<file path="src/rtl/cstep_pkg.sv">
package cstep_pkg;
  localparam int FLG_COMM = 0;
  localparam int FLG_SLOW = 1;
  localparam int FLG_FAST = 2;
  localparam int FLG_N    = 3;

  typedef enum logic [1:0] {
    OP_NONE = 2'd0,
    OP_SLOW = 2'd1,
    OP_FAST = 2'd2
  } step_op_e;
endpackage

</file>
<file path="src/rtl/cstep_req_queue.sv">
module cstep_req_queue
  import cstep_pkg::*;
(
  input  logic             clk,
  input  logic             rst_n,
  input  logic             run_en,
  input  logic             comm_evt,
  input  logic             tmr_ovf,
  input  logic             slow_set,
  input  logic             fast_set,
  input  logic [FLG_N-1:0] flag_clr,
  output step_op_e         op,
  output logic [FLG_N-1:0] flags
);
  // Slow-down wins when both are pending; the other waits a step.
  always_comb begin
    op = OP_NONE;
    if (comm_evt && run_en) begin
      if (flags[FLG_SLOW])      op = OP_SLOW;
      else if (flags[FLG_FAST]) op = OP_FAST;
    end
  end

  always_ff @(posedge clk or negedge rst_n) begin
    if (!rst_n) begin
      flags <= '0;
    end else begin
      flags[FLG_COMM] <= comm_evt | (flags[FLG_COMM] & ~flag_clr[FLG_COMM]);
      if (!run_en) begin
        flags[FLG_SLOW] <= 1'b0;
        flags[FLG_FAST] <= 1'b0;
      end else begin
        flags[FLG_SLOW] <= slow_set | tmr_ovf |
          (flags[FLG_SLOW] & ~flag_clr[FLG_SLOW] & (op != OP_SLOW));
        flags[FLG_FAST] <= fast_set |
          (flags[FLG_FAST] & ~flag_clr[FLG_FAST] & (op != OP_FAST));
      end
    end
  end
endmodule

</file>
<file path="src/rtl/cstep_ratio_reg.sv">
module cstep_ratio_reg
  import cstep_pkg::*;
#(
  parameter int RATIO_W = 4
) (
  input  logic               clk,
  input  logic               rst_n,
  input  logic               run_en,
  input  logic               wr_en,
  input  logic [RATIO_W-1:0] wr_data,
  input  step_op_e           op,
  output logic [RATIO_W-1:0] ratio,
  output logic               step_ok
);
  localparam logic [RATIO_W-1:0] R_MAX = '1;
  localparam logic [RATIO_W-1:0] R_MIN = '0;

  always_comb begin
    step_ok = ((op == OP_SLOW) && (ratio != R_MAX)) ||
              ((op == OP_FAST) && (ratio != R_MIN));
  end

  always_ff @(posedge clk or negedge rst_n) begin
    if (!rst_n) begin
      ratio <= '0;
    end else if (!run_en && wr_en) begin
      ratio <= wr_data;
    end else if (step_ok) begin
      if (op == OP_SLOW) ratio <= ratio + 1'b1;
      else               ratio <= ratio - 1'b1;
    end
  end
endmodule

</file>
<file path="src/rtl/cstep_shift_bank.sv">
module cstep_shift_bank
  import cstep_pkg::*;
#(
  parameter int NREG  = 3,
  parameter int REG_W = 8,
  parameter int IDX_W = 2
) (
  input  logic                  clk,
  input  logic                  rst_n,
  input  logic                  pre_wr_en,
  input  logic [IDX_W-1:0]      pre_wr_idx,
  input  logic [REG_W-1:0]      pre_wr_data,
  input  logic                  comm_evt,
  input  step_op_e              op,
  input  logic                  step_ok,
  input  logic                  switched_mode,
  input  logic                  zc_evt,
  input  logic [REG_W-1:0]      zc_val,
  output logic [NREG*REG_W-1:0] act_flat
);
  for (genvar g = 0; g < NREG; g++) begin : g_reg
    logic [REG_W-1:0] pre_q;
    logic [REG_W-1:0] act_q;
    logic [REG_W-1:0] scaled;

    always_comb begin
      scaled = pre_q;
      if (step_ok && op == OP_SLOW)
        scaled = pre_q >> 1;
      else if (step_ok && op == OP_FAST)
        scaled = pre_q[REG_W-1] ? '1 : (pre_q << 1);
    end

    always_ff @(posedge clk or negedge rst_n) begin
      if (!rst_n) pre_q <= '0;
      else if (pre_wr_en && pre_wr_idx == IDX_W'(g)) pre_q <= pre_wr_data;
    end

    if (g == 0) begin : g_cap
      always_ff @(posedge clk or negedge rst_n) begin
        if (!rst_n)                        act_q <= '0;
        else if (comm_evt)                 act_q <= scaled;
        else if (zc_evt && !switched_mode) act_q <= zc_val;
      end
    end else begin : g_plain
      always_ff @(posedge clk or negedge rst_n) begin
        if (!rst_n)        act_q <= '0;
        else if (comm_evt) act_q <= scaled;
      end
    end

    assign act_flat[g*REG_W +: REG_W] = act_q;
  end
endmodule

</file>
<file path="src/rtl/cstep_ratio_ctrl.sv">
module cstep_ratio_ctrl
  import cstep_pkg::*;
#(
  parameter int RATIO_W = 4,
  parameter int NREG    = 3,
  parameter int REG_W   = 8,
  localparam int IDX_W  = (NREG > 1) ? $clog2(NREG) : 1
) (
  input  logic                  clk,
  input  logic                  rst_n,
  input  logic                  run_en,
  input  logic                  ratio_wr_en,
  input  logic [RATIO_W-1:0]    ratio_wr_data,
  input  logic                  slow_set,
  input  logic                  fast_set,
  input  logic                  comm_evt,
  input  logic                  tmr_ovf,
  input  logic [2:0]            flag_clr,
  input  logic [2:0]            irq_mask,
  input  logic                  pre_wr_en,
  input  logic [IDX_W-1:0]      pre_wr_idx,
  input  logic [REG_W-1:0]      pre_wr_data,
  input  logic                  switched_mode,
  input  logic                  zc_evt,
  input  logic [REG_W-1:0]      zc_val,
  output logic [RATIO_W-1:0]    ratio,
  output logic [NREG*REG_W-1:0] act_regs,
  output logic [2:0]            flags,
  output logic                  irq
);
  step_op_e op;
  logic     step_ok;

  cstep_req_queue u_queue (
    .clk(clk), .rst_n(rst_n), .run_en(run_en), .comm_evt(comm_evt),
    .tmr_ovf(tmr_ovf), .slow_set(slow_set), .fast_set(fast_set),
    .flag_clr(flag_clr), .op(op), .flags(flags)
  );

  cstep_ratio_reg #(.RATIO_W(RATIO_W)) u_ratio (
    .clk(clk), .rst_n(rst_n), .run_en(run_en), .wr_en(ratio_wr_en),
    .wr_data(ratio_wr_data), .op(op), .ratio(ratio), .step_ok(step_ok)
  );

  cstep_shift_bank #(.NREG(NREG), .REG_W(REG_W), .IDX_W(IDX_W)) u_bank (
    .clk(clk), .rst_n(rst_n), .pre_wr_en(pre_wr_en), .pre_wr_idx(pre_wr_idx),
    .pre_wr_data(pre_wr_data), .comm_evt(comm_evt), .op(op),
    .step_ok(step_ok), .switched_mode(switched_mode), .zc_evt(zc_evt),
    .zc_val(zc_val), .act_flat(act_regs)
  );

  assign irq = |(flags & irq_mask);
endmodule

</file>
<file path="config.mk">
export PLATFORM = sky130hd
export DESIGN_NAME = cstep_ratio_ctrl
export DESIGN_NICKNAME = d
export VERILOG_FILES = /design/src/rtl/cstep_pkg.sv /design/src/rtl/cstep_req_queue.sv /design/src/rtl/cstep_ratio_reg.sv /design/src/rtl/cstep_shift_bank.sv /design/src/rtl/cstep_ratio_ctrl.sv
export SDC_FILE = /design/constraint.sdc
export NUM_CORES = 1
export LEC_CHECK = 0
export BUFFER_PORTS_ARGS = -buffer_cell sky130_fd_sc_hd__buf_4
export CAP_MARGIN = 20
export CELL_PAD_IN_SITES_DETAIL_PLACEMENT = 0
export CELL_PAD_IN_SITES_GLOBAL_PLACEMENT = 2
export CORE_UTILIZATION = 36
export CTS_CLUSTER_SIZE = 14
export DETAILED_ROUTE_END_ITERATION = 8
export PLACE_DENSITY_LB_ADDON = 0.1
export SLEW_MARGIN = 30
export SYNTH_ARGS = -nofsm -noshare
export SYNTH_HDL_FRONTEND = slang
export SYNTH_SLANG_ARGS = --single-unit
</file>
<file path="constraint.sdc">
create_clock -name clk -period 3.8 [get_ports clk]
set_input_delay 0.38 -clock clk [delete_from_list [all_inputs] [get_ports clk]]
set_output_delay 0.38 -clock clk [all_outputs]
set_load 0.02 [all_outputs]
</file>
Word level (Yosys, flattened, before mapping)
Index checks and enable logic that the tools add are counted.
{"block": "totals", "register_bits": 55, "inputBits": 39, "output_inout_bits": 32, "elab_cells": 66}
{"block": "classes", "add_sub_neg": 2, "eq_ne": 7, "n_mux": 18, "bitwise_logic": 13, "n_reduce_logical": 18}
{"operator": "$mux W8", "count": 11}
{"operator": "$mux W4", "count": 3}
{"operator": "$logic_and A1 B1 Y1", "count": 10}
{"operator": "$mux W2", "count": 4}
{"operator": "$and A1 B1 Y1", "count": 5}
{"operator": "$add A4 B1 Y4 const B", "count": 1}
{"operator": "$eq A2 B1 Y1 const B", "count": 2}
{"operator": "$eq A2 B2 Y1 const B", "count": 2}
{"operator": "$ne A4 B4 Y1 const B", "count": 1}
{"operator": "$or A1 B1 Y1", "count": 4}
{"operator": "$reduce_bool A2 Y1", "count": 2}
{"operator": "$reduce_bool A4 Y1", "count": 1}
{"operator": "$sub A4 B1 Y4 const B", "count": 1}
{"operator": "$and A3 B3 Y3", "count": 1}
{"operator": "$not A1 Y1", "count": 3}
{"operator": "$reduce_or A3 Y1", "count": 1}
{"operator": "$logic_not A1 Y1", "count": 2}
{"operator": "$logic_not A2 Y1", "count": 1}
{"operator": "$ne A2 B1 Y1 const B", "count": 1}
{"operator": "$ne A2 B2 Y1 const B", "count": 1}
{"operator": "$logic_or A1 B1 Y1", "count": 1}

Longest topological paths before layout
Gate-level depths: netlist (run 1).
{"block": "depth", "ltp_word": 10, "ltp_mapped": 8, "ltp_nobuf": 7}

By module
From an unflattened synthesis (run 1), not the netlist that was laid out.
{"block": "unflattened", "hier_cells": 293, "area_unflattened_um2": 3051.7}
{"module": "cstep_shift_bank", "n_inst": 1, "cells_each": 245, "area_each_um2": 2557.5, "seq_area_each_um2": 1201.2}
{"module": "cstep_ratio_reg", "n_inst": 1, "cells_each": 34, "area_each_um2": 337.8, "seq_area_each_um2": 100.1}
{"module": "cstep_req_queue", "n_inst": 1, "cells_each": 12, "area_each_um2": 142.6, "seq_area_each_um2": 75.1}
{"module": "cstep_ratio_ctrl", "n_inst": 1, "cells_each": 2, "area_each_um2": 13.8, "seq_area_each_um2": 0.0}

Least setup slack after synthesis (run 1)
OpenSTA, ideal clock, no wires.
{"block": "synth_path", "kind": "register to register", "start": "register u_ratio.ratio[1]", "end": "register u_ratio.ratio[1]", "setup_ns": 0.130, "arrival_time_ns": 1.794, "required_time_ns": 3.670, "path_slack_ns": 1.876, "stages_incl_launch_ff": 8, "n_path_buf": 3, "synth_period_minus_slack_ns": 1.924, "cell_sequence": "dfrtp_1 -> buf_6 -> or4_4 -> buf_6 -> a22oi_4 -> buf_6 -> mux2i_1 -> o21ai_1"}
{"block": "synth_via", "elab_chain_len": 4, "word_cells_on_any_way": 11, "classes_between": "add/sub: 2; eq/ne: 1; mux: 3; reduce/logical: 5"}
{"item": "start, declared", "line": "cstep_ratio_reg.sv:12", "source": "output logic [RATIO_W-1:0] ratio,"}
{"item": "start signal, assigned", "line": "cstep_ratio_reg.sv:27", "source": "ratio <= wr_data;"}
{"item": "start signal, assigned", "line": "cstep_ratio_reg.sv:29", "source": "if (op == OP_SLOW) ratio <= ratio + 1'b1;"}
{"item": "start signal, assigned", "line": "cstep_ratio_reg.sv:30", "source": "else ratio <= ratio - 1'b1;"}
{"item": "$sub A4 B1 Y4, or another cell as far along", "line": "cstep_ratio_reg.sv:30"}
{"item": "$mux W4, or another cell as far along", "line": "cstep_ratio_reg.sv:29"}
{"item": "$mux W4 / $logic_or A1 B1 Y1 (equally long branches)", "line": "cstep_ratio_reg.sv:28, cstep_ratio_reg.sv:19"}
{"item": "$mux W4 / $reduce_bool A2 Y1 (equally long branches)"}
Several ways; a longest one is shown, not always the timed one. The select of a mux whose other input is x is not followed.
A chain may end at the register's enable or synchronous reset.

Worst setup path in the final report (run 1)
{"block": "layout_path", "start": "register u_queue.flags[1]", "end": "register u_bank.g_reg[1].act_q[6]"}
{"block": "layout_via", "elab_chain_len": 8, "word_cells_on_any_way": 11, "classes_between": "eq/ne: 2; mux: 4; reduce/logical: 5"}
{"item": "start, declared", "line": "cstep_req_queue.sv:13", "source": "output logic [FLG_N-1:0] flags"}
{"item": "start signal, assigned by index", "line": "cstep_req_queue.sv:28", "source": "flags[FLG_COMM] <= comm_evt | (flags[FLG_COMM] & ~flag_clr[FLG_COMM]);"}
{"item": "start signal, assigned by index", "line": "cstep_req_queue.sv:33", "source": "flags[FLG_SLOW] <= slow_set | tmr_ovf |"}
{"item": "start signal, assigned by index", "line": "cstep_req_queue.sv:35", "source": "flags[FLG_FAST] <= fast_set |"}
{"item": "$mux W2 (*)", "line": "cstep_req_queue.sv:19", "source": "if (flags[FLG_SLOW]) op = OP_SLOW;"}
{"item": "$mux W2 (*)", "line": "cstep_req_queue.sv:18", "source": "if (comm_evt && run_en) begin"}
{"item": "$eq A2 B1 Y1 / $eq A2 B2 Y1 (equally long branches)"}
{"item": "$logic_and A1 B1 Y1 (on tied branches)", "line": "cstep_ratio_reg.sv:19, cstep_ratio_reg.sv:20"}
{"item": "$logic_or A1 B1 Y1", "line": "cstep_ratio_reg.sv:19", "source": "step_ok = ((op == OP_SLOW) && (ratio != R_MAX)) ||"}
{"item": "$logic_and A1 B1 Y1", "line": "cstep_shift_bank.sv:30", "source": "else if (step_ok && op == OP_FAST)"}
{"item": "$mux W8", "line": "cstep_shift_bank.sv:30"}
{"item": "$mux W8 (*)", "line": "cstep_shift_bank.sv:28", "source": "if (step_ok && op == OP_SLOW)"}
{"item": "end signal, assigned", "line": "cstep_shift_bank.sv:48", "source": "else if (comm_evt) act_q <= scaled;"}
{"item": "end, declared", "line": "cstep_shift_bank.sv:23", "source": "logic [REG_W-1:0] act_q;"}
Mark *: on every way between the ends. The rest lies on a longest branch, timed or not.

==> results.sh, run 1 <==
export IMPL_finalSetupTns_ps=0
export IMPL_crit_buf_inv=1
export IMPL_ys_flop_type="dfrtp_1"
export IMPL_grt_pass1_vias=2330
export IMPL_finClkSkew_ps=8.57
export IMPL_ir_worst_vdd_mv=0.204
export IMPL_crit_fanout=12
export IMPL_cts_resized=0
export IMPL_yosysMostFrequentCell="dfrtp_1"
export IMPL_hold_buffers=0
export IMPL_synthTopCellsByCount="55 x dfrtp_1, 28 x mux2_2, 21 x o21ai_0, 19 x nor2_1, 10 x clkbuf_1"
export IMPL_cts_buffers=5
export IMPL_worstSetupStartpointType="flop"
export IMPL_core_area_um2=7370
export IMPL_gp_congestion=0.766
export IMPL_ys_ff_latch=55
export IMPL_path_delay_family="simple AND/OR/NAND/NOR gates"
export IMPL_criticalPathCategory="flop to flop"
export IMPL_hold_viol=0
export IMPL_postRouteWirelength_um=7340
export IMPL_arrival_ps=2340
export IMPL_place_hpwl_um=5200
export IMPL_syn_nets=298
export IMPL_fillers=738
export IMPL_crit_slowest_cell="nor2_1"
export IMPL_area_growth_pct=24.9
export IMPL_r2r_cells=5
export IMPL_num_antenna_cells=0
export IMPL_grtUsageTotal=0.192
export IMPL_grt_start_max_net_pins=56
export IMPL_initial_core_util=0.376
export IMPL_grt_overflow=0
export IMPL_h_tree_depth=2
export IMPL_ys_types=49
export IMPL_synthMuxAreaShare=0.121
export IMPL_synth_adder_area_share=0.00902
export IMPL_setup_violations_final=0
export IMPL_routed_via_count=2319
export IMPL_power_uw=1690
export IMPL_fin_crit_ps=2100
export IMPL_rsz0062_at_grt="false"
export IMPL_yosysSeqAreaShare=0.496
export IMPL_clkTransAtPathRegs_ps=100
export IMPL_status="completed"
export IMPL_cts_sinks=55
export IMPL_synth_edff_count=0
export IMPL_via_per_inst=5.53
export IMPL_cp_depth=5
export IMPL_synth_top_cell_area_share=0.496
export IMPL_rows=31
export IMPL_ant_nets=0
export IMPL_portBuffers=70
export IMPL_cts_tree="built"
export IMPL_yosys_area_share_xor_xnor=0.00947
export IMPL_slowest_delay_ps=620
export IMPL_final_period_utilization=0.552
export IMPL_synthSimpleGateAreaFrac=0.124
export IMPL_fp_dieH_um=89.8
export IMPL_maxCapViolations=0
export IMPL_synth_top_family_by_area="compound AO/OA/AOI/OAI gates"
export IMPL_syn_cell_area_um2=2770
export IMPL_drc_errors=0
export IMPL_cp_end_kind="flop"
export IMPL_synth_compound_area_frac=0.199
export IMPL_drive_gt1_frac=0.350
export IMPL_final_nets=361
export IMPL_grt_first_pass_wirelength_um=12300
export IMPL_dieArea_um2=8060
export IMPL_die_w_um=89.8
export IMPL_drt_wirelength_per_cell_um=17.5
export IMPL_cts_root_buf="clkbuf_8"
export IMPL_drt_pass1_iterations=4
export IMPL_worst_skew_pair_late_latency_ps=320
export IMPL_worst_pin_slew_ps=889
export IMPL_hold_class="input pin to async pin"
export IMPL_yosys_top_cells_area="dfrtp_1 50%, mux2_2 11%, o21ai_0 3.8%"
export IMPL_fmax_mhz=476
export IMPL_p_per_area_nw_per_um2=487
export IMPL_synth_cells=257
export IMPL_antenna_found_initial=0
export IMPL_slew_violations=0
export IMPL_io_pins=71
export IMPL_max_slew_margin_rel=0.407
export IMPL_post_cts_buffers=0
export IMPL_cp_required_ps=4050
export IMPL_leakage_uw=0.00149
export IMPL_synthArstFlopShare=1.00
export IMPL_synth_top_area_cell="dfrtp_1"
export IMPL_drt_initial_drc_count=153
export IMPL_crit_chain="nand4b_1 > nor2_1 > buf_4 > o31ai_1 > o2bb2ai_1"
export IMPL_yosys_warnings=0
export IMPL_cts_path_max_buffers=2
export IMPL_avgSynthCellArea_um2=10.8
-- metrics by stage --
stage	util	cell area, um^2	cells	worst slack [ps]	hold slack (ps)
global route	0.470	3460	419	1550	147
global placement	0.455	3350	412	1490	484
floorplan	-	2770	257	1880	84.4
finish	0.470	3460	419	1700	96.4
CTS	0.470	3460	419	1740	142
detailed placement	0.455	3350	412	1430	489
-- state kept, by name (all words and copies together), names as in the netlist --
name / cells
u_queue.flags: 3
u_bank.g.act_q: 24
u_bank.g.pre_q: 24
u_ratio.ratio: 4
-- where the power goes --
part | switching (uW) | internal, uW | total, uW
registers | 130 | 694 | 824
logic | 233 | 233 | 466
clock network | 199 | 198 | 396
-- worst paths after layout --
check	endpoint	slack, ps	start
setup / recovery	u_bank.g_reg[1].act_q[6]$_DFFE_PN0P_	1700	u_queue.flags[1]$_DFF_PN0_
min in group clk	u_queue.flags[0]$_DFF_PN0_	240	flag_clr[0]
hold / removal	u_ratio.ratio[0]$_DFFE_PN0P_	100	rst_n
setup reg to reg	u_bank.g_reg[1].act_q[6]$_DFFE_PN0P_	1700	u_queue.flags[1]$_DFF_PN0_
hold reg to reg	u_bank.g_reg[2].act_q[6]$_DFFE_PN0P_	510	u_bank.g_reg[2].act_q[6]$_DFFE_PN0P_
max in group asynchronous	u_queue.flags[2]$_DFF_PN0_	3230	rst_n
-- layout by cell type, fill, tap and decap left out, drive strengths merged, types with 7 or more instances in the layout --
cell and n:
a21oi 7, a22oi 7, buf 72, dfrtp 55, inv 8, mux2 28, nand2 8, nor2 20
o21ai 27, o31ai 8
-- per-layer routing --
layer	part of all wire	global-route usage	routed length, um	vias to the layer above
li1	-	-	-	1096
met3	0.045	0.0423	329	5
met4	0.0071	0.0423	52	0
met2	0.47	0.303	3420	51
met1	0.48	0.271	3530	1167
met5	0	0	0	-
-- cells by family (layout without fill, tap and decap cells) --
logic type / count (synthesis) / after routing
AOI/OAI and AO/OA: 80 / 80
DFF: 55 / 55
xor gates and xnor gates: 3 / 3
and+or+nand+nor: 63 / 63
buffers and inverters: 24 / 87
adders and majority gates: 2 / 2
muxes: 30 / 30
-- final cells by class --
cell class                      count  area (um^2)  share of cell area
Multi-Input combinational cell    178         1280               0.370
Timing Repair Buffer               72          541               0.156
Sequential cell                    55         1380               0.397
Tap cell                           99          124              0.0358
Inverter                            8         30.0             0.00867
Clock buffer                        5         68.8              0.0199
Clock inverter                      2         41.3              0.0119
Note: power is estimated with default switching activity, not from simulation.
==> run 2: changes to the inputs <==
Settings changed: CORE_UTILIZATION 36 to 30.
Clock period 3.8 ns to 1.88 ns, I/O delays scaled along.
==> run 2 against run 1 <==
Net effect: the run now ends with design-rule violations left; maximum frequency grew 17%; cell count grew 6.7%; combinational power grew 130%; die area grew 20%; first-iteration DRC count shrank 14%; sequential power grew 97%; worst hold slack lost 58 ps; critical path type unchanged.
==> results.sh, run 2 (synthesis gave the netlist of run 1 again) <==
export IMPL_status="complete, but fails checks"
export IMPL_violations="design-rule violations"
export IMPL_via_per_inst=5.42
export IMPL_maxCapViolations=0
export IMPL_area_growth_pct=31.6
export IMPL_num_antenna_cells=0
export IMPL_switching_power_uw=1160
export IMPL_largestRegisters="u_bank.g.act_q: 24 flops, u_bank.g.pre_q: 24 flops, u_ratio.ratio: 4 flops"
export IMPL_grtUsageTotal=0.171
export IMPL_slew_violations=0
export IMPL_r2r_cells=7
export IMPL_die_w_um=98.2
export IMPL_routed_via_count=2422
export IMPL_cts_root_buf="clkbuf_8"
export IMPL_fillers=904
export IMPL_finClkSkew_ps=11.9
export IMPL_cp_required_ps=2100
export IMPL_drt_wirelength_per_cell_um=18.0
export IMPL_setup_violations_final=0
export IMPL_ant_nets=0
export IMPL_worstSetupStartpointType="flop"
export IMPL_fp_dieH_um=98.2
export IMPL_initial_core_util=0.313
export IMPL_met3_length_um=476
export IMPL_hold_depth=2
export IMPL_cts_tree="built"
export IMPL_final_period_utilization=0.955
export IMPL_final_cell_mix="88 x buf_4, 54 x dfrtp_1, 28 x mux2_2"
export IMPL_mostFrequentLayoutCell="buf_4"
export IMPL_core_area_um2=8850
export IMPL_ir_worst_vdd_mv=0.399
export IMPL_cp_end_kind="flop"
export IMPL_pwr_share_seq=0.462
export IMPL_postRouteWirelength_um=8060
export IMPL_place_hpwl_um=5820
export IMPL_utilization=0.413
export IMPL_wl_met1_um=3880
export IMPL_worst_pin_slew_ps=739
export IMPL_cts_sinks=55
export IMPL_power_uw=3520
export IMPL_drive_gt1_frac=0.395
export IMPL_dieArea_um2=9640
export IMPL_grt_overflow=0
export IMPL_fin_crit_ps=1800
export IMPL_fmax_mhz=557
export IMPL_h_tree_depth=2
export IMPL_grt_pass1_vias=2364
export IMPL_p_int_uw=2360
export IMPL_gp_congestion=0.805
export IMPL_cts_buffers=5
export IMPL_antenna_found_initial=0
export IMPL_dr_max_layer_used="met4"
export IMPL_routed_wl_met2_um=3610
export IMPL_p_comb_frac=0.303
export IMPL_drc_errors=8
export IMPL_grt_first_pass_wirelength_um=12900
export IMPL_post_cts_buffers=0
export IMPL_io_pins=71
export IMPL_cts_path_max_buffers=2
export IMPL_reg2reg_slack_ps=80
export IMPL_leakage_uw=0.00159
export IMPL_rows=34
export IMPL_arrival_ps=2020
export IMPL_p_per_area_nw_per_um2=963
export IMPL_crit_fanout=4
export IMPL_power_frac_clock=0.235
export IMPL_final_nets=379
export IMPL_grt_start_max_net_pins=56
export IMPL_drt_pass1_iterations=7
export IMPL_clkTransAtPathRegs_ps=100
export IMPL_max_slew_margin_rel=0.507
export IMPL_criticalPathCategory="flop to flop"
export IMPL_hold_class="input pin to flop"
export IMPL_hold_viol=0
export IMPL_portBuffers=70
export IMPL_swShare=0.329
export IMPL_drt_initial_drc_count=132
export IMPL_worst_skew_pair_late_latency_ps=310
==> run 2: power groups by stage <==
stage | sequential (uW) | clock [uW] | combinational [uW]
3_5_place_dp | 1650 | 0 | 1070
3_3_place_gp | 1650 | 0 | 1060
4_1_cts | 1630 | 859 | 1080
2_1_floorplan | 1730 | 0 | 477
5_1_grt | 1660 | 894 | 1160
6_report | 1620 | 828 | 1060
==> run 2: layout make-up <==
class                           instances  area, um^2  share of cell area
Sequential cell                        55        1380               0.377
Inverter                                8        30.0             0.00822
Clock inverter                          2        35.0             0.00960
Clock buffer                            6        82.6              0.0226
Tap cell                              108         135              0.0370
Multi-Input combinational cell        178        1300               0.356
Timing Repair Buffer                   90         691               0.189
==> run 2: critical path, cell delays in order (launching register included) <==
cell and delay [ps]:
dfrtp_1 390, and3_4 240, inv_1 70, ha_1 310
a31oi_1 220, nor4_2 70, o21a_1 190, o31ai_1 220
==> run 2: what timing repair did <==
action | CTS | global route
gates resized for setup | 0 | 3
endpoints found under the setup margin | 0 | 1
hold endpoints to repair | 55 | 0
hold buffers | 1 | 0
==> run 2: metal layers <==
metal  vias up  GRT usage
li1       1135          -
met1      1204      0.250
met2        75      0.267
met3         8     0.0272
met4         0     0.0402
met5         -          0
==> run 2: per-stage QoR <==
stage	area (um^2)	setup TNS [ps]	setup WS (ps)	hold WS [ps]	instances
after floorplan	2780	-22.3	-22.3	-108	257
after global placement	3510	0	163	301	438
after detailed placement	3510	0	85.5	306	438
after CTS	3630	0	66.9	40.4	447
after global routing	3650	-1.15	-1.15	58.9	447
final	3650	0	84.8	38.7	447
==> run 2: worst paths after layout <==
check	startpoint	end
max	u_queue.flags[1]$_DFF_PN0_	u_ratio.ratio[3]$_DFFE_PN0P_
min	flag_clr[0]	u_queue.flags[0]$_DFF_PN0_
max reg2reg	u_queue.flags[1]$_DFF_PN0_	u_ratio.ratio[3]$_DFFE_PN0P_
min reg2reg	u_bank.g_reg[1].act_q[0]$_DFFE_PN0P_	u_bank.g_reg[1].act_q[0]$_DFFE_PN0P_
max in group asynchronous	rst_n	u_ratio.ratio[1]$_DFFE_PN0P_
min in group asynchronous	rst_n	u_ratio.ratio[2]$_DFFE_PN0P_
==> run 3: changes to the inputs <==
Settings changed: CORE_MARGIN from default to 2, GPL_ROUTABILITY_DRIVEN from default to 0, SYNTH_HIERARCHICAL from default to 1.
==> run 3 against run 2 <==
Net effect: the run ends with negative setup slack left; synthesized cell count grew 14%; worst setup slack lost 230 ps; utilization grew 1.6 points; maximum frequency shrank 12%; global-route usage shrank 0.55 points; sequential share of layout area shrank 4.9 points; non-clock buffer count grew 18; largest cell class is now multi-input combinational cells; total power grew 5.0%; clock-buffer cell count shrank 1; clock power shrank 0.5%; clock skew shrank 6.9 ps; register-to-register slack lost 230 ps.
==> results.sh, run 3 <==
export IMPL_synth_top_area_cell="dfrtp_1"
export IMPL_criticalPathCategory="flop to flop"
export IMPL_worst_pin_slew_ps=738
export IMPL_cts_root_buf="clkbuf_8"
export IMPL_yosys_top_cells_area="dfrtp_1 45%, mux2_2 8.9%, o221a_1 3.3%"
export IMPL_p_int_uw=2440
export IMPL_drt_wirelength_per_cell_um=17.4
export IMPL_power_frac_clock=0.223
export IMPL_antenna_found_initial=0
export IMPL_fin_ws_ps=-149
export IMPL_cts_buffers=5
export IMPL_avgSynthCellArea_um2=10.4
export IMPL_hold_end="u_ratio/ratio[1]$_DFFE_PN0P_"
export IMPL_drt_initial_drc_count=134
export IMPL_grt_start_max_net_pins=56
export IMPL_fin_crit_ps=2030
export IMPL_h_tree_depth=2
export IMPL_cts_sinks=55
export IMPL_final_cell_mix="102 x buf_4, 51 x dfrtp_1, 24 x mux2_2"
export IMPL_drive_gt1_frac=0.436
export IMPL_mostFrequentLayoutCell="buf_4"
export IMPL_fillers=1004
export IMPL_crit_fanout=5
export IMPL_synth_edff_count=0
export IMPL_worst_skew_pair_late_latency_ps=310
export IMPL_multi_input_area_um2=1630
export IMPL_ys_flop_type="dfrtp_1"
export IMPL_ant_nets=0
export IMPL_final_nets=429
export IMPL_path_delay_family="simple AND/OR/NAND/NOR gates"
export IMPL_postRouteWirelength_um=9070
export IMPL_final_period_utilization=1.08
export IMPL_setup_violations_final=26
export IMPL_fmax_mhz=493
export IMPL_final_cells=521
export IMPL_core_area_um2=9820
export IMPL_crit_chain="and4b_2 > nand2b_4 > ha_4 > a21o_1 > a2111o_1 > a21oi_2 > and3b_1"
export IMPL_dp_cells=499
export IMPL_hold_start="ratio_wr_data[1]"
export IMPL_syn_cell_area_um2=3050
export IMPL_arrival_ps=2240
export IMPL_regArea_um2=1380
export IMPL_grt_overflow=0
export IMPL_cts_tree="built"
export IMPL_area_growth_pct=38.0
export IMPL_pwr_share_seq=0.449
export IMPL_maxCapViolations=0
export IMPL_yosysMostFrequentCell="dfrtp_1"
export IMPL_leakage_uw=0.00174
export IMPL_clkTransAtPathRegs_ps=110
export IMPL_synthTopCellsByCount="55 x dfrtp_1, 24 x mux2_2, 23 x nand2_1, 19 x o21ai_0, 14 x inv_1"
export IMPL_synth_cells=293
export IMPL_routed_wl_met2_um=4050
export IMPL_grt_pass1_vias=2622
export IMPL_slew_violations=0
export IMPL_cp_end_kind="flop"
export IMPL_cp_depth=7
export IMPL_hold_depth=3
export IMPL_wl_met1_um=4530
export IMPL_dpl_cell_area_um2=3860
export IMPL_routed_via_count=2673
export IMPL_num_antenna_cells=0
export IMPL_cp_required_ps=2090
export IMPL_yosysSeqAreaShare=0.451
export IMPL_drt_pass1_iterations=4
export IMPL_hold_viol=0
export IMPL_switching_power_uw=1260
export IMPL_synth_top_cell_area_share=0.451
export IMPL_largestRegisters="u_bank/g.act_q: 24 flops, u_bank/g.pre_q: 24 flops, u_ratio/ratio: 4 flops"
export IMPL_slowest_delay_ps=410
export IMPL_p_comb_frac=0.328
export IMPL_yosys_warnings=6
export IMPL_rsz0062_at_grt="true"
export IMPL_dieArea_um2=11000
export IMPL_crit_slowest_cell="dfrtp_2"
export IMPL_ir_worst_vdd_mv=0.366
export IMPL_rr_startpoint="u_queue/flags[1]$_DFF_PN0_"
export IMPL_hold_class="input pin to flop"
export IMPL_p_per_area_nw_per_um2=877
export IMPL_finalSetupTns_ps=-2160
export IMPL_grtUsageTotal=0.166
export IMPL_ys_types=53
export IMPL_grt_first_pass_wirelength_um=14600
export IMPL_reg2reg_slack_ps=-150
export IMPL_initial_core_util=0.311
export IMPL_ys_ff_latch=55
export IMPL_cts_path_max_buffers=2
export IMPL_dr_max_layer_used="met4"
export IMPL_met3_length_um=440
export IMPL_die_w_um=105
export IMPL_status="complete, but fails checks"
export IMPL_fin_area_um2=4210
export IMPL_drc_errors=0
export IMPL_timing_rr_end="u_ratio/ratio[3]$_DFFE_PN0P_"
export IMPL_swShare=0.340
export IMPL_rows=36
export IMPL_finClkSkew_ps=5.07
export IMPL_via_per_inst=5.13
export IMPL_crit_buf_inv=0
export IMPL_place_hpwl_um=6210
export IMPL_synthArstFlopShare=1.00
export IMPL_violations="negative setup slack"
export IMPL_r2r_cells=7
export IMPL_syn_nets=335
export IMPL_fp_dieH_um=105
export IMPL_max_slew_margin_rel=0.508
export IMPL_portBuffers=70
export IMPL_worstSetupStartpointType="flop"
export IMPL_io_pins=71
-- run 3: final cells by class --
type | count | area share
clock inverters | 3 | 0.0104
repair buffers | 108 | 0.206
multi-input cells | 203 | 0.387
inverters | 14 | 0.0125
well taps | 133 | 0.0395
clock buffers | 5 | 0.0163
flip-flops and latches | 55 | 0.328
-- run 3: per-layer routing --
| layer | vias to the layer above | global-route usage |
|---|---|---|
| li1 | 1285 | - |
| met1 | 1299 | 0.252 |
| met2 | 85 | 0.250 |
| met3 | 4 | 0.0287 |
| met4 | 0 | 0.0257 |
| met5 | - | 0 |
-- run 3: worst reg2reg max path, delay by kind of cell, from the launching register on --
kind            cells  cell delay [ps]
compound gates      3              640
fa+ha+maj           1              210
flops               1              410
simple gates        3              670
-- run 3: per-stage QoR --
stage	power [uW]	hold WS, ps	setup WS [ps]	utilization
final	3690	79.9	-149	0.429
after global routing	3910	84.4	-239	0.429
after CTS	3660	85.1	-146	0.416
after detailed placement	2810	305	-139	0.393
after global placement	2800	305	-118	0.393
after floorplan	2270	-108	-182	-
-- run 3: kinds of logic after synthesis --
logic type	synth area share
AOI/OAI and AO/OA	0.255
and+or+nand+nor	0.110
DFF	0.451
buffers and inverters	0.0570
muxes	0.106
adders and majority gates	0.0148
xor gates and xnor gates	0.00574
-- run 3: worst max-delay path by stage --
stage          slack (ps)                                    to                        from
2_1_floorplan        -180          u_ratio/ratio[3]$_DFFE_PN0P_  u_queue/flags[1]$_DFF_PN0_
3_3_place_gp         -120  u_bank/g_reg[1].act_q[1]$_DFFE_PN0P_  u_queue/flags[1]$_DFF_PN0_
3_5_place_dp         -140          u_ratio/ratio[3]$_DFFE_PN0P_  u_queue/flags[2]$_DFF_PN0_
4_1_cts              -150          u_ratio/ratio[3]$_DFFE_PN0P_  u_queue/flags[2]$_DFF_PN0_
5_1_grt              -240  u_bank/g_reg[2].act_q[4]$_DFFE_PN0P_  u_queue/flags[1]$_DFF_PN0_
6_report             -150          u_ratio/ratio[3]$_DFFE_PN0P_  u_queue/flags[1]$_DFF_PN0_
-- run 3: power by group through the flow --
stage | combinational, uW | sequential (uW) | clock (uW)
finish | 1210 | 1660 | 824
global route | 1310 | 1700 | 895
CTS | 1180 | 1650 | 840
detailed placement | 1140 | 1670 | 0
global placement | 1130 | 1670 | 0
floorplan | 531 | 1740 | 0
-- run 3: repair_timing --
item,CTS,global route
hold buffers,1,0
buffers inserted,7,5
cloned,0,2
setup endpoints to repair,26,27
endpoints found under the hold margin,55,0
pin swaps,4,13
resized for setup,11,13
